===== src/rtl/sdmon_pkg.sv =====
package sdmon_pkg;

    typedef enum logic [3:0] {
        CMD_MRS  = 4'd0,
        CMD_AREF = 4'd1,
        CMD_SREF = 4'd2,
        CMD_PRE  = 4'd3,
        CMD_ACT  = 4'd4,
        CMD_WR   = 4'd5,
        CMD_RD   = 4'd6,
        CMD_WRA  = 4'd7,
        CMD_RDA  = 4'd8,
        CMD_BST  = 4'd9,
        CMD_NOP  = 4'd10,
        CMD_DES  = 4'd11
    } cmd_e;

    typedef enum logic [2:0] {
        BK_IDLE, BK_OPENING, BK_OPEN, BK_RD, BK_WR, BK_RDA, BK_WRA, BK_CLOSING
    } bank_st_e;

    typedef enum logic [2:0] {
        RSN_NONE     = 3'd0,
        RSN_NOT_IDLE = 3'd1,
        RSN_AP_LOCK  = 3'd2,
        RSN_TRCD     = 3'd3,
        RSN_TRP      = 3'd4,
        RSN_NO_ROW   = 3'd5,
        RSN_ROW_OPEN = 3'd6,
        RSN_TRRD     = 3'd7
    } reason_e;

    typedef struct packed {
        logic cke;
        logic cs_n;
        logic ras_n;
        logic cas_n;
        logic we_n;
        logic a10;
    } pins_t;

    function automatic int max3(input int a, input int b, input int c);
        int m;
        m = (a > b) ? a : b;
        return (m > c) ? m : c;
    endfunction

    function automatic logic is_bank_cmd(input cmd_e c);
        return c inside {CMD_PRE, CMD_ACT, CMD_WR, CMD_RD, CMD_WRA, CMD_RDA, CMD_BST};
    endfunction

    function automatic logic is_global_cmd(input cmd_e c);
        return c inside {CMD_MRS, CMD_AREF, CMD_SREF};
    endfunction

endpackage


===== src/rtl/sdmon_decode.sv =====
module sdmon_decode
    import sdmon_pkg::*;
(
    input  pins_t pins,
    output cmd_e  op
);
    always_comb begin
        op = CMD_NOP;
        if (pins.cs_n) begin
            op = CMD_DES;
        end else begin
            case ({pins.ras_n, pins.cas_n, pins.we_n})
                3'b000: op = CMD_MRS;
                3'b001: op = pins.cke ? CMD_AREF : CMD_SREF;
                3'b010: op = CMD_PRE;
                3'b011: op = CMD_ACT;
                3'b100: op = pins.a10 ? CMD_WRA : CMD_WR;
                3'b101: op = pins.a10 ? CMD_RDA : CMD_RD;
                3'b110: op = CMD_BST;
                default: op = CMD_NOP;
            endcase
        end
    end
endmodule


===== src/rtl/sdmon_bank.sv =====
module sdmon_bank
    import sdmon_pkg::*;
#(
    parameter int T_RCD     = 3,
    parameter int T_RP      = 3,
    parameter int BURST_LEN = 4
) (
    input  logic    clk,
    input  logic    rst,
    input  cmd_e    op,
    input  logic    rrd_busy,
    input  logic    commit,
    output logic    idle,
    output reason_e reason
);
    localparam int MAX_T = max3(T_RCD, T_RP, BURST_LEN);
    localparam int CW    = $clog2(MAX_T + 1);
    localparam logic [CW-1:0] RCD_LD = CW'(T_RCD - 1);
    localparam logic [CW-1:0] RP_LD  = CW'(T_RP - 1);
    localparam logic [CW-1:0] BL_LD  = CW'(BURST_LEN - 1);

    bank_st_e st_q, st_d, eff;
    logic [CW-1:0] cnt_q, cnt_d;
    logic expired;

    assign expired = (cnt_q == '0);

    // State as seen in this cycle, with an expired timer already applied
    always_comb begin
        eff = st_q;
        if (expired) begin
            case (st_q)
                BK_OPENING, BK_RD, BK_WR: eff = BK_OPEN;
                BK_RDA, BK_WRA:           eff = BK_CLOSING;
                BK_CLOSING:               eff = BK_IDLE;
                default:                  eff = st_q;
            endcase
        end
    end

    assign idle = (eff == BK_IDLE);

    always_comb begin
        reason = RSN_NONE;
        case (eff)
            BK_IDLE: begin
                if (op inside {CMD_RD, CMD_WR, CMD_RDA, CMD_WRA}) reason = RSN_NO_ROW;
                else if (op == CMD_ACT && rrd_busy)                reason = RSN_TRRD;
            end
            BK_OPENING:
                if (op inside {CMD_PRE, CMD_ACT, CMD_RD, CMD_WR, CMD_RDA, CMD_WRA})
                    reason = RSN_TRCD;
            BK_OPEN, BK_RD, BK_WR:
                if (op == CMD_ACT) reason = RSN_ROW_OPEN;
            BK_RDA, BK_WRA:
                if (is_bank_cmd(op)) reason = RSN_AP_LOCK;
            BK_CLOSING:
                if (op inside {CMD_ACT, CMD_RD, CMD_WR, CMD_RDA, CMD_WRA})
                    reason = RSN_TRP;
            default: reason = RSN_NONE;
        endcase
    end

    always_comb begin
        st_d  = eff;
        cnt_d = expired ? cnt_q : cnt_q - 1'b1;
        if ((st_q == BK_RDA || st_q == BK_WRA) && expired) cnt_d = RP_LD;
        if (commit) begin
            case (op)
                CMD_ACT: begin st_d = BK_OPENING; cnt_d = RCD_LD; end
                CMD_RD:  begin st_d = BK_RD;      cnt_d = BL_LD;  end
                CMD_WR:  begin st_d = BK_WR;      cnt_d = BL_LD;  end
                CMD_RDA: begin st_d = BK_RDA;     cnt_d = BL_LD;  end
                CMD_WRA: begin st_d = BK_WRA;     cnt_d = BL_LD;  end
                CMD_PRE:
                    if (eff inside {BK_OPEN, BK_RD, BK_WR}) begin
                        st_d  = BK_CLOSING;
                        cnt_d = RP_LD;
                    end
                CMD_BST:
                    if (eff inside {BK_RD, BK_WR}) begin
                        st_d  = BK_OPEN;
                        cnt_d = '0;
                    end
                default: ;
            endcase
        end
    end

    always_ff @(posedge clk) begin
        if (rst) begin
            st_q  <= BK_IDLE;
            cnt_q <= '0;
        end else begin
            st_q  <= st_d;
            cnt_q <= cnt_d;
        end
    end

    // a row is only ever opened from activation or from a finished plain burst
    assert_open_entry_R3: assert property (@(posedge clk) disable iff (rst)
        (st_q == BK_OPEN && $past(st_q) != BK_OPEN) |->
            ($past(st_q) inside {BK_OPENING, BK_RD, BK_WR}))
        else $error("bank entered open from %0d", $past(st_q));

    // an auto-precharge burst leaves only into precharging
    assert_ap_exit_R7: assert property (@(posedge clk) disable iff (rst)
        (($past(st_q) inside {BK_RDA, BK_WRA}) && !(st_q inside {BK_RDA, BK_WRA})) |->
            (st_q == BK_CLOSING))
        else $error("auto-precharge burst left to %0d", st_q);

    // idle is reached only through precharging
    assert_idle_entry_R8: assert property (@(posedge clk) disable iff (rst)
        (st_q == BK_IDLE && $past(st_q) != BK_IDLE) |-> ($past(st_q) == BK_CLOSING))
        else $error("bank became idle from %0d", $past(st_q));

endmodule


===== src/rtl/sdmon_top.sv =====
module sdmon_top
    import sdmon_pkg::*;
#(
    parameter int NUM_BANKS = 4,
    parameter int T_RCD     = 3,
    parameter int T_RP      = 3,
    parameter int T_RRD     = 2,
    parameter int BURST_LEN = 4,
    localparam int BA_W     = $clog2(NUM_BANKS)
) (
    input  logic            clk,
    input  logic            rst,
    input  logic            cke,
    input  logic            cs_n,
    input  logic            ras_n,
    input  logic            cas_n,
    input  logic            we_n,
    input  logic [BA_W-1:0] ba,
    input  logic            a10,
    output logic            err_valid,
    output logic [3:0]      err_cmd,
    output logic [BA_W-1:0] err_bank,
    output logic [2:0]      err_reason
);
    localparam int RRD_W = $clog2(T_RRD + 1);
    localparam logic [RRD_W-1:0] RRD_LD = RRD_W'(T_RRD - 1);

    pins_t   pins;
    cmd_e    op;
    reason_e reason;
    reason_e bank_rsn [NUM_BANKS];
    logic [NUM_BANKS-1:0] bank_idle;
    logic    all_idle, cke_q, commit, rrd_busy;
    logic [RRD_W-1:0] rrd_cnt_q;

    assign pins = '{cke: cke, cs_n: cs_n, ras_n: ras_n, cas_n: cas_n, we_n: we_n, a10: a10};

    sdmon_decode i_decode (.pins(pins), .op(op));

    assign rrd_busy = (rrd_cnt_q != '0);

    for (genvar i = 0; i < NUM_BANKS; i++) begin : g_bank
        sdmon_bank #(
            .T_RCD(T_RCD), .T_RP(T_RP), .BURST_LEN(BURST_LEN)
        ) i_bank (
            .clk     (clk),
            .rst     (rst),
            .op      (op),
            .rrd_busy(rrd_busy),
            .commit  (commit && (ba == BA_W'(i))),
            .idle    (bank_idle[i]),
            .reason  (bank_rsn[i])
        );
    end

    assign all_idle = &bank_idle;

    always_comb begin
        if (is_global_cmd(op)) reason = all_idle ? RSN_NONE : RSN_NOT_IDLE;
        else                   reason = bank_rsn[ba];
    end

    assign commit     = cke_q && (reason == RSN_NONE);
    assign err_valid  = cke_q && (reason != RSN_NONE);
    assign err_cmd    = op;
    assign err_bank   = ba;
    assign err_reason = reason;

    always_ff @(posedge clk) begin
        if (rst) begin
            cke_q     <= 1'b1;
            rrd_cnt_q <= '0;
        end else begin
            cke_q <= cke;
            if (commit && op == CMD_ACT) rrd_cnt_q <= RRD_LD;
            else if (rrd_busy)           rrd_cnt_q <= rrd_cnt_q - 1'b1;
        end
    end

    // Checker state: cycles since the last accepted activate, saturating
    logic [RRD_W-1:0] gap_q;
    logic             seen_act_q;
    always_ff @(posedge clk) begin
        if (rst) begin
            gap_q      <= '0;
            seen_act_q <= 1'b0;
        end else if (commit && op == CMD_ACT) begin
            gap_q      <= RRD_W'(1);
            seen_act_q <= 1'b1;
        end else if (gap_q < RRD_W'(T_RRD)) begin
            gap_q <= gap_q + 1'b1;
        end
    end

    assert_rrd_gap_R4: assert property (@(posedge clk) disable iff (rst)
        (commit && op == CMD_ACT && seen_act_q) |-> (gap_q >= RRD_W'(T_RRD)))
        else $error("activates accepted %0d cycles apart", gap_q);

    assert_global_idle_R9: assert property (@(posedge clk) disable iff (rst)
        (commit && is_global_cmd(op)) |=> all_idle)
        else $error("mode set or refresh accepted with a busy bank");

    assert_cke_gate_R11: assert property (@(posedge clk) disable iff (rst)
        (!$past(cke) && !$past(rst)) |-> !err_valid)
        else $error("error raised after a clock-enable-low cycle");

endmodule


===== config.mk =====
export PLATFORM = sky130hd
export DESIGN_NAME = sdmon_top
export DESIGN_NICKNAME = d
export VERILOG_FILES = /design/src/rtl/sdmon_pkg.sv /design/src/rtl/sdmon_decode.sv /design/src/rtl/sdmon_bank.sv /design/src/rtl/sdmon_top.sv
export SDC_FILE = /design/constraint.sdc
export NUM_CORES = 1
export LEC_CHECK = 0
export ABC_AREA = 1
export BUFFER_PORTS_ARGS = -buffer_cell sky130_fd_sc_hd__buf_2
export CAP_MARGIN = 20
export CORE_MARGIN = 4
export CORE_UTILIZATION = 45
export CTS_BUF_LIST = sky130_fd_sc_hd__clkbuf_2
export DETAILED_ROUTE_END_ITERATION = 8
export GPL_TIMING_DRIVEN = 0
export PLACE_DENSITY = 0.71
export SLEW_MARGIN = 20
export SYNTH_ARGS = -nofsm -noshare
export SYNTH_HDL_FRONTEND = slang
export SYNTH_SLANG_ARGS = --single-unit

===== constraint.sdc =====
create_clock -name clk -period 2.98 [get_ports clk]
set_input_delay 0.298 -clock clk [delete_from_list [all_inputs] [get_ports clk]]
set_output_delay 0.298 -clock clk [all_outputs]
set_load 0.1 [all_outputs]

==> results.py <==
metrics = {
    "synthesis": {
        "syn_area_per_cell_sq_um": 5.78,
        "synth_cells": 513,
        "yosys_warnings": 0,
        "synth_seq_cells": 27,
        "synth_area_sq_um": 2970,
        "synth_nets": 532,
        "synth_seq_area_share": 0.182,
        "synth_cell_type_count": 36,
    },
    "critical_path": {
        "r2r-end": "g_bank[3].i_bank.st_q[1]$_SDFF_PP0_",
        "crit_required_ns": 2.68,
        "worst_setup_path_end_kind": "output pin",
        "r2r_setup_slack_ns": 0.38,
        "arrival_ns": 2.68,
        "rr_startpoint": "g_bank[0].i_bank.cnt_q[1]$_SDFF_PP0_",
        "crit_path_max_fanout": 6,
        "path_class": "flip-flop to output pin",
        "start_kind": "flip-flop",
        "cp_slowest_cell": "dfxtp_2",
        "worstRegToRegCells": 26,
        "critPathMaxStageDelay_ns": 0.39,
        "cp_cell_sequence": "inv_2 > ha_4 > inv_2 > nor2_4 > inv_4 > o21ai_4 > inv_1 > o41ai_2 > nand2_2 > nor2_8 > and2_4 > nor2_4 > buf_12",
    },
    "clocking": {
        "h-tree-depth": 1,
        "insertion_delay_ns": 0.38,
        "clock_sinks": 27,
        "clockRootBuffer": "clkbuf_2",
        "clockBufferDepth": 2,
        "numCtsBuffers": 3,
        "clkTransAtPathRegs_ns": 0.27,
        "cts_tree": "done",
    },
    "global_route": {
        "met1_usage": 0.270,
        "grt_most_used_layer": "met2",
        "grt_util_met3": 0.0157,
        "use_met2": 0.350,
        "grt_max_degree": 15,
        "grt_pass1_vias": 2886,
        "grt_pass1_wl_mm": 12.8,
        "overflow": 0,
        "antenna_found_initial": 0,
        "grt_usage": 0.201,
    },
    "outcome": {
        "violations": "setup timing",
        "status": "complete, but fails checks",
    },
    "die": {
        "dieArea_sq_um": 7960,
        "num_io_pins": 20,
        "coreArea_sq_um": 6390,
        "initial_core_util": 0.465,
        "die_x_microns": 89.2,
        "num_rows": 29,
        "die_y_microns": 89.2,
    },
    "placement": {
        "numPortBuffers": 16,
        "gp_congestion": 0.889,
        "placed_cells": 606,
        "detailedPlacementHpwl_mm": 5.70,
    },
    "timing": {
        "fin_ws_ns": -0.00166,
        "fin_skew_ns": 0.0136,
        "period_minus_slack_ns": 2.98,
        "grt_setup_unrepaired": "yes",
        "hold_viol_final": 0,
        "holdWs_ns": 0.144,
        "fmax_mhz": 335,
        "min_period_over_period": 1.00,
        "setup_viol": 1,
        "tightest_slew_ns": 0.563,
        "maxSlewHeadroom": 0.624,
        "slew_viol_final": 0,
    },
    "power": {
        "switchingPower_mw": 2.23,
        "p_clk_frac": 0.039,
        "pwr_density_cell_nw_per_um2": 1050,
        "switching_share": 0.567,
        "seqPwrFrac": 0.161,
        "ir_drop_uv": 923,
        "internal-power_mw": 1.70,
        "p_leak_nw": 1.94,
        "comb_power_share": 0.800,
    },
    "layout": {
        "layout-drive-gt1-share": 0.321,
        "area_delta_synth_final_pct": 26.4,
        "finalNonFillerCells": 632,
        "finalNetCount": 575,
        "most-common-layout-cells": "nand2_1, nor2_1, inv_1, nand3_1, buf_4",
        "antennaDiodeCount": 0,
        "fillerInstances": 613,
        "mostFrequentLayoutCell": "nand2_1",
    },
    "route": {
        "routed_wl_mm": 8.10,
        "drc": 0,
        "wl_per_cell_microns": 12.8,
        "vias": 3339,
        "drt_iter0_drc": 244,
        "ant_nets": 0,
        "drtPass1Iterations": 5,
        "viasPerCell": 5.28,
    },
    "worst_hold_path": {
        "holdCritStartpoint": "cke",
        "holdPathEnd": "cke_q$_SDFF_PP1_",
        "hold_path_depth": 3,
        "hold_path.class": "input port to flip-flop",
    },
    "flow_run": {
        "drv_cap": 0,
    },
}
[registers in the layout, indices dropped and copies added (netlist names)]
register / flops
g_bank.i_bank.cnt_q: 12
rrd_cnt_q: 2
cke_q: 1
g_bank.i_bank.st_q: 12
[power groups by stage]
stage / clock, mW / combinational [mW] / sequential [mW]
final: 0.152 / 3.14 / 0.634
after floorplan: 0 / 1.95 / 0.584
after global routing: 0.183 / 3.47 / 0.657
after CTS: 0.166 / 2.54 / 0.610
after global placement: 0 / 2.27 / 0.601
after detailed placement: 0 / 2.32 / 0.603
[critical path: cells and delay by family (launching register included)]
kind                     cells  cell delay, ns
AO/OA/AOI/OAI                2            0.59
adder cells (fa/ha/maj)      1            0.13
buffers and inverters        5            0.45
flip-flops                   1            0.39
AND/OR/NAND/NOR              5            0.73
[repair_timing]
action,4_1_cts,5_1_grt
buffers inserted,5,16
cloned,0,0
resized for setup,40,81
endpoints found under the setup margin,4,4
endpoints found under the hold margin,0,1
pin swaps,9,24
hold buffers,0,1
[cell type report]
class                   count  area, sq um  area share
plain buffers              12          118      0.0314
clock buffers               4         20.0     0.00534
inverters                  80          318      0.0848
multi-input cells         394         2340       0.623
flip-flops and latches     27          566       0.151
well taps                  77         96.3      0.0257
repair buffers             38          295      0.0788
[per-stage QoR]
stage / utilization / total power, mW / setup TNS (ns) / setup WS, ns / instance area, sq um
3_3_place_gp: 0.502 / 2.87 / -0.0853 / -0.0853 / 3210
6_report: 0.587 / 3.93 / -0.00166 / -0.00166 / 3750
5_1_grt: 0.587 / 4.31 / -0.330 / -0.235 / 3750
3_5_place_dp: 0.502 / 2.92 / -0.119 / -0.119 / 3210
4_1_cts: 0.526 / 3.31 / -0.0507 / -0.0507 / 3360
2_1_floorplan: - / 2.54 / -1.81 / -0.541 / 3030
[cells in the mapped netlist (all sizes together)]
cell | instances | area share
a21oi | 17 | 0.032
a22oi | 2 | 0.0051
and2 | 1 | 0.0021
buf | 10 | 0.031
clkbuf | 2 | 0.0025
clkinv | 4 | 0.0067
dfxtp | 27 | 0.18
ha | 9 | 0.038
inv | 76 | 0.096
nand2 | 165 | 0.22
nand3 | 39 | 0.089
nand3b | 2 | 0.0051
nand4 | 12 | 0.038
nor2 | 91 | 0.14
nor3 | 12 | 0.020
o211ai | 11 | 0.028
o21ai | 26 | 0.046
o21bai | 1 | 0.0025
o221ai | 1 | 0.0030
o22ai | 3 | 0.0063
o41ai | 1 | 0.0030
xor2 | 1 | 0.0030
[how the worst max path moves through the flow]
stage | from | end | slack (ns) | cells past startpoint
floorplan | cas_n | err_valid | -0.54 | 15
global placement | g_bank[2].i_bank.cnt_q[0]$_SDFF_PP0_ | err_valid | -0.09 | 20
detailed placement | g_bank[2].i_bank.cnt_q[0]$_SDFF_PP0_ | err_valid | -0.12 | 20
CTS | g_bank[0].i_bank.cnt_q[0]$_SDFF_PP0_ | err_valid | -0.05 | 13
global route | g_bank[2].i_bank.cnt_q[1]$_SDFF_PP0_ | err_valid | -0.24 | 20
finish | g_bank[0].i_bank.cnt_q[1]$_SDFF_PP0_ | err_valid | -0.002 | 13
[logic make-up (layout without fill, tap and decap cells)]
kind of cell / count (synthesis) / count (layout) / share of synthesized area
buffers and inverters: 92 / 134 / 0.136
adder cells (fa/ha/maj): 9 / 9 / 0.0380
flip-flops: 27 / 27 / 0.182
XOR/XNOR: 1 / 1 / 0.00295
AND/OR/NAND/NOR: 322 / 322 / 0.514
AO/OA/AOI/OAI: 62 / 62 / 0.127
[layer usage]
metal / up-vias / wire [microns]
li1: 1714 / -
met1: 1516 / 3710
met2: 95 / 3830
met3: 14 / 384
met4: 0 / 182
met5: - / 0
Note: power is estimated with default switching activity, not from simulation.
